===== src/rtl/lcs_pkg.sv =====
`timescale 1ns/1ps
package lcs_pkg;
   typedef enum logic [1:0] {
      PH_IDLE = 2'd0,
      PH_BIT  = 2'd1,
      PH_WORD = 2'd2,
      PH_CHAN = 2'd3
   } phase_e;
endpackage


===== src/rtl/lcs_barrier.sv =====
`timescale 1ns/1ps
// Cross-lane barrier: picks the done vector of the active phase and reduces it.
module lcs_barrier #(
   parameter int NUM_LANES = 8
) (
   input  lcs_pkg::phase_e       phase_i,
   input  logic [NUM_LANES-1:0]  bit_done_i,
   input  logic [NUM_LANES-1:0]  word_done_i,
   input  logic [NUM_LANES-1:0]  chan_done_i,
   output logic                  met_o
);
   import lcs_pkg::*;

   logic [NUM_LANES-1:0] sel_done;

   always_comb begin
      unique case (phase_i)
         PH_BIT:  sel_done = bit_done_i;
         PH_WORD: sel_done = word_done_i;
         PH_CHAN: sel_done = chan_done_i;
         default: sel_done = '0;
      endcase
   end

   generate
      if (NUM_LANES == 1) begin : g_single
         assign met_o = sel_done[0] && (phase_i != PH_IDLE);
      end else begin : g_multi
         assign met_o = (&sel_done) && (phase_i != PH_IDLE);
      end
   endgenerate
endmodule


===== src/rtl/lcs_watchdog.sv =====
`timescale 1ns/1ps
// Per-phase cycle counter; saturates at its maximum value.
module lcs_watchdog #(
   parameter int CNT_W = 16
) (
   input  logic             clk,
   input  logic             rst_n,
   input  logic             clr_i,
   input  logic             run_i,
   input  logic [CNT_W-1:0] limit_i,
   output logic             expired_o
);
   localparam logic [CNT_W-1:0] CNT_MAX = '1;

   logic [CNT_W-1:0] cnt_q;

   always_ff @(posedge clk) begin
      if (!rst_n) begin
         cnt_q <= '0;
      end else if (clr_i) begin
         cnt_q <= '0;
      end else if (run_i && (cnt_q != CNT_MAX)) begin
         cnt_q <= cnt_q + 1'b1;
      end
   end

   assign expired_o = (cnt_q >= limit_i);
endmodule


===== src/rtl/lcs_lane_snapshot.sv =====
`timescale 1ns/1ps
// Per-lane capture of the pass flags at the end of a run.
module lcs_lane_snapshot #(
   parameter int NUM_LANES = 8
) (
   input  logic                 clk,
   input  logic                 rst_n,
   input  logic                 capture_i,
   input  logic [NUM_LANES-1:0] lane_ok_i,
   output logic [NUM_LANES-1:0] lane_ok_o
);
   genvar gi;
   generate
      for (gi = 0; gi < NUM_LANES; gi++) begin : g_lane
         logic ok_q;
         always_ff @(posedge clk) begin
            if (!rst_n)         ok_q <= 1'b0;
            else if (capture_i) ok_q <= lane_ok_i[gi];
         end
         assign lane_ok_o[gi] = ok_q;
      end
   endgenerate
endmodule


===== src/rtl/lane_cal_sequencer.sv =====
`timescale 1ns/1ps
module lane_cal_sequencer #(
   parameter int NUM_LANES = 8,
   parameter int TMO_W     = 16
) (
   input  logic                 clk,
   input  logic                 rst_n,
   input  logic                 start_i,
   input  logic [TMO_W-1:0]     wdog_limit_i,
   input  logic [NUM_LANES-1:0] lane_bit_done_i,
   input  logic [NUM_LANES-1:0] lane_word_done_i,
   input  logic [NUM_LANES-1:0] lane_chan_done_i,
   input  logic [NUM_LANES-1:0] lane_ok_i,
   output logic                 train_mode_o,
   output logic                 bit_start_o,
   output logic                 word_start_o,
   output logic                 chan_start_o,
   output logic [1:0]           phase_o,
   output logic                 done_o,
   output logic                 all_ok_o,
   output logic                 timeout_o,
   output logic [NUM_LANES-1:0] lane_ok_o
);
   import lcs_pkg::*;

   generate
      if (NUM_LANES < 1) begin : g_bad_lanes
         $error("lane_cal_sequencer: NUM_LANES must be at least 1");
      end
      if (TMO_W < 2) begin : g_bad_tmo
         $error("lane_cal_sequencer: TMO_W must be at least 2");
      end
   endgenerate

   phase_e phase_q;
   logic   pulse_q;
   logic   train_q;
   logic   done_q;
   logic   all_ok_q;
   logic   tmo_q;

   logic   barrier_met;
   logic   wdog_expired;
   logic   waiting;
   logic   launch_bit;
   logic   advance;
   logic   finish;
   logic   abort;

   lcs_barrier #(.NUM_LANES(NUM_LANES)) u_barrier (
      .phase_i     (phase_q),
      .bit_done_i  (lane_bit_done_i),
      .word_done_i (lane_word_done_i),
      .chan_done_i (lane_chan_done_i),
      .met_o       (barrier_met)
   );

   // Flags present during the start-pulse cycle are not counted.
   assign waiting    = (phase_q != PH_IDLE) && !pulse_q;
   assign launch_bit = (phase_q == PH_IDLE) && start_i;
   assign advance    = waiting && barrier_met && (phase_q != PH_CHAN);
   assign finish     = waiting && barrier_met && (phase_q == PH_CHAN);
   assign abort      = waiting && !barrier_met && wdog_expired;

   lcs_watchdog #(.CNT_W(TMO_W)) u_wdog (
      .clk       (clk),
      .rst_n     (rst_n),
      .clr_i     (launch_bit || advance),
      .run_i     (phase_q != PH_IDLE),
      .limit_i   (wdog_limit_i),
      .expired_o (wdog_expired)
   );

   lcs_lane_snapshot #(.NUM_LANES(NUM_LANES)) u_snap (
      .clk       (clk),
      .rst_n     (rst_n),
      .capture_i (finish || abort),
      .lane_ok_i (lane_ok_i),
      .lane_ok_o (lane_ok_o)
   );

   always_ff @(posedge clk) begin
      if (!rst_n) begin
         phase_q  <= PH_IDLE;
         pulse_q  <= 1'b0;
         train_q  <= 1'b0;
         done_q   <= 1'b0;
         all_ok_q <= 1'b0;
         tmo_q    <= 1'b0;
      end else begin
         pulse_q <= launch_bit || advance;
         done_q  <= finish || abort;
         if (launch_bit) begin
            phase_q  <= PH_BIT;
            train_q  <= 1'b1;
            all_ok_q <= 1'b0;
            tmo_q    <= 1'b0;
         end else if (advance) begin
            phase_q <= phase_e'(phase_q + 2'd1);
         end else if (finish) begin
            phase_q  <= PH_IDLE;
            train_q  <= 1'b0;
            all_ok_q <= &lane_ok_i;
         end else if (abort) begin
            phase_q  <= PH_IDLE;
            train_q  <= 1'b0;
            all_ok_q <= 1'b0;
            tmo_q    <= 1'b1;
         end
      end
   end

   assign train_mode_o = train_q;
   assign bit_start_o  = pulse_q && (phase_q == PH_BIT);
   assign word_start_o = pulse_q && (phase_q == PH_WORD);
   assign chan_start_o = pulse_q && (phase_q == PH_CHAN);
   assign phase_o      = phase_q;
   assign done_o       = done_q;
   assign all_ok_o     = all_ok_q;
   assign timeout_o    = tmo_q;
endmodule


===== config.mk =====
export PLATFORM = sky130hd
export DESIGN_NAME = lane_cal_sequencer
export DESIGN_NICKNAME = d
export VERILOG_FILES = /design/src/rtl/lcs_pkg.sv /design/src/rtl/lcs_barrier.sv /design/src/rtl/lcs_watchdog.sv /design/src/rtl/lcs_lane_snapshot.sv /design/src/rtl/lane_cal_sequencer.sv
export SDC_FILE = /design/constraint.sdc
export NUM_CORES = 1
export LEC_CHECK = 0
export ABC_AREA = 1
export BUFFER_PORTS_ARGS = -buffer_cell sky130_fd_sc_hd__buf_2
export CAP_MARGIN = 20
export CORE_UTILIZATION = 52
export CTS_CLUSTER_DIAMETER = 120
export DETAILED_ROUTE_END_ITERATION = 8
export GPL_ROUTABILITY_DRIVEN = 0
export PLACE_DENSITY = 0.9
export SYNTH_ARGS = -nofsm -noshare
export SYNTH_HDL_FRONTEND = slang
export SYNTH_SLANG_ARGS = --single-unit

===== constraint.sdc =====
create_clock -name clk -period 2.2 [get_ports clk]
set_input_delay 0.33 -clock clk [delete_from_list [all_inputs] [get_ports clk]]
set_output_delay 0.33 -clock clk [all_outputs]
set_load 0.005 [all_outputs]

==> metrics.csv <==
metric,value,unit
synth_edf_count,0,
remaining_drc_errors,0,
whs,0.290,ns
layout_commonest_cell,nand2_1,
clk_path_buf_depth,2,
ys_seq_area_frac,0.268,
final_nets,493,
avgSynthCellArea,6.50,sq um
dieArea,0.00472,sq mm
power.density,411,mW/mm^2
synth_top_area_share,0.268,
syn_area,0.00231,sq mm
required,2.42,ns
fin_ws,0.235,ns
r2r-start,u_wdog.cnt_q[1]$_SDFFE_PP0P_,
clk_latency,0.27,ns
seq_area,621,sq um
crit_fanout,11,
final-hold-violation-count,0,
dp_hpwl,3930,microns
power.share.combinational,0.129,
hold_depth,3,
synth_top_cell_by_area,dfxtp_1,
synth_fp_nets,428,
r2r_slack,0.23,ns
drive_above_1_share,0.240,
swShare,0.247,
cts_max_level,2,
core,0.00414,sq mm
finClkSkew,0.00609,ns
wirelength,4940,microns
peakVddDrop,571,uV
synth-seq-cells,31,
synthFlopType,dfxtp_1,
path_cells,ha_1 -> nand3_1 -> nor3_1 -> nand3_1 -> nand2_1 -> inv_1 -> nand2_1 -> xor2_1 -> inv_1 -> nor2_1,
outcome,completed,
syn_inst,356,
setup_viol,0,
io_buffers,67,
grt_usage,0.213,
synth_fa_ha_area_frac,0.114,
clkTransAtPathRegs,0.06,ns
num_antenna_cells,0,
grt_max_degree,12,
yosys.area_share.simple,0.390,
start_util,0.558,
fin_crit,1.97,ns
cp.buffers_inverters,2,
drt-vias-per-instance,5.01,
hold_class,input pin to register,
arrival,2.18,ns
drt_pass1_iterations,4,
synth_top_family_by_area,simple AND/OR/NAND/NOR gates,
row_count,23,
cp_top_family,simple AND/OR/NAND/NOR gates,
die_w,68.7,microns
final_core_util,0.657,
cp-start-kind,register,
worstHoldEndpoint,u_snap.g_lane[5].ok_q$_SDFFE_PN0P_,
nFillCells,354,
setup_tns,0,ns
max_stage_delay,0.38,ns
synth.area.mux_share,0,
cts_root_buf,clkbuf_8,
synth_area_leaders,"dfxtp_1 (27%), nand2_1 (16%), ha_1 (11%)",
numCtsBuffers,5,
layout_common_cells,"nand2_1 (99), buf_2 (67), inv_1 (53)",
first_iter_violations,157,
grt_setup_unrepaired,no,
pwr-share-clk,0.359,
synth_compound_area_frac,0.0644,
ys.warnings.count,0,
power_frac_seq,0.512,
antenna_found_initial,0,
critical_path.startpoint,u_wdog.cnt_q[1]$_SDFFE_PP0P_,
top_level_ports,68,
cts_setup_buffers,0,
fin_crit_sh,0.893,
switching_power,277,uW
avgRoutedWirePerCell,10.5,microns
synth.distinct_cells,27,
slowest_stage,dfxtp_1,
clkSinkCount,31,
r2r-end,u_wdog.cnt_q[5]$_SDFFE_PP0P_,
cts_tree,built,
hp-start,lane_ok_i[5],
synthArstFlopShare,0,
crit_type,register to register,
relSlewSlack,0.741,
max_cap_violations,0,
p_int,842,uW
post-place-cells,464,
grt.overflow.total,0,
r2r_cells,10,
dp_slack,0.113,ns
multi_input_area,0.00137,sq mm
vias,2354,
die_y,68.7,microns
drv_slew,0,
leakage,0.00145,uW
synth-xor-area-share,0.0189,
endpoint_kind,register,
instances_no_fill,470,
fmax,509,MHz
grt_pass1_wl,7700,microns
first_global_vias,1889,
syn_to_final_growth,17.6,%
postRouteAntennaNets,0,
tightest_slew,0.388,ns
worst-path-stages,10,
==> cells in the mapped netlist (2+ instances only) <==
master   instances
and3_1           4
inv_1           53
o21ai_0          7
nand4_1          8
buf_6            4
buf_2            3
ha_1            21
nor2_1          45
nand3_1         22
nor4_1           3
nor2_4           2
dfxtp_1         31
nand2_1         99
buf_4            9
nand3_2          8
xnor2_1          2
a21oi_1         18
nand2_2          4
nor2_2           3
xor2_1           3
==> power groups by stage <==
stage               clock network, uW  logic (uW)  registers, uW
finish                            402         145            572
global route                      432         167            572
CTS                               409         144            572
detailed placement                  0         143            584
global placement                    0         137            584
floorplan                           0        78.2            584
==> logic make-up (layout without fill, tap and decap cells) <==
family / Yosys count / after routing
compound gates: 28 / 28
xor+xnor: 5 / 5
fa+ha+maj: 21 / 21
buf+inv: 71 / 135
flops: 31 / 31
simple gates: 200 / 200
==> state kept, by name, indices dropped and copies added, names as in the netlist <==
register	count
all_ok_o	1
u_snap.g_lane.ok_q	8
done_o	1
train_mode_o	1
u_wdog.cnt_q	16
pulse_q	1
timeout_o	1
phase_o	2
==> worst register-to-register path, stage by stage (launching register included) <==
cell and delay (ns):
dfxtp_1 0.38, ha_1 0.19, nand3_1 0.13, nor3_1 0.30, nand3_1 0.11, nand2_1 0.18, inv_1 0.21, nand2_1 0.13
xor2_1 0.16, inv_1 0.05, nor2_1 0.07
==> final cells by class <==
| class | count | area share |
|---|---|---|
| inverter | 55 | 0.0763 |
| tap | 50 | 0.0230 |
| sequential | 31 | 0.228 |
| multi-input combinational | 254 | 0.503 |
| timing repair buffer | 74 | 0.143 |
| clock buffer | 6 | 0.0267 |
==> layer usage <==
layer	vias to the layer above	GRT usage	wire, microns
li1	1243	-	-
met1	1030	0.277	2320
met2	74	0.366	2320
met3	7	0.0345	271
met4	0	0.0510	41
met5	-	0	0
==> stage by stage <==
stage | power (uW) | instance area [sq um]
final | 1120 | 2720
after global routing | 1170 | 2720
after CTS | 1120 | 2710
after detailed placement | 727 | 2640
after global placement | 722 | 2640
after floorplan | 662 | 2310
==> worst max path at each step <==
stage / to / slack (ns)
5_1_grt: u_snap.g_lane[4].ok_q$_SDFFE_PN0P_ / 0.002
2_1_floorplan: u_wdog.cnt_q[0]$_SDFFE_PP0P_ / 0.42
3_5_place_dp: u_wdog.cnt_q[8]$_SDFFE_PP0P_ / 0.11
6_report: u_wdog.cnt_q[5]$_SDFFE_PP0P_ / 0.23
4_1_cts: u_wdog.cnt_q[8]$_SDFFE_PP0P_ / 0.1
3_3_place_gp: u_wdog.cnt_q[8]$_SDFFE_PP0P_ / 0.18
==> what timing repair did <==
| item | 4_1_cts | 5_1_grt |
|---|---|---|
| setup endpoints to repair | 0 | 20 |
| hold buffers | 0 | 0 |
| resized for setup | 0 | 4 |
| endpoints found under the hold margin | 0 | 0 |
(Power assumes the default switching activity.)
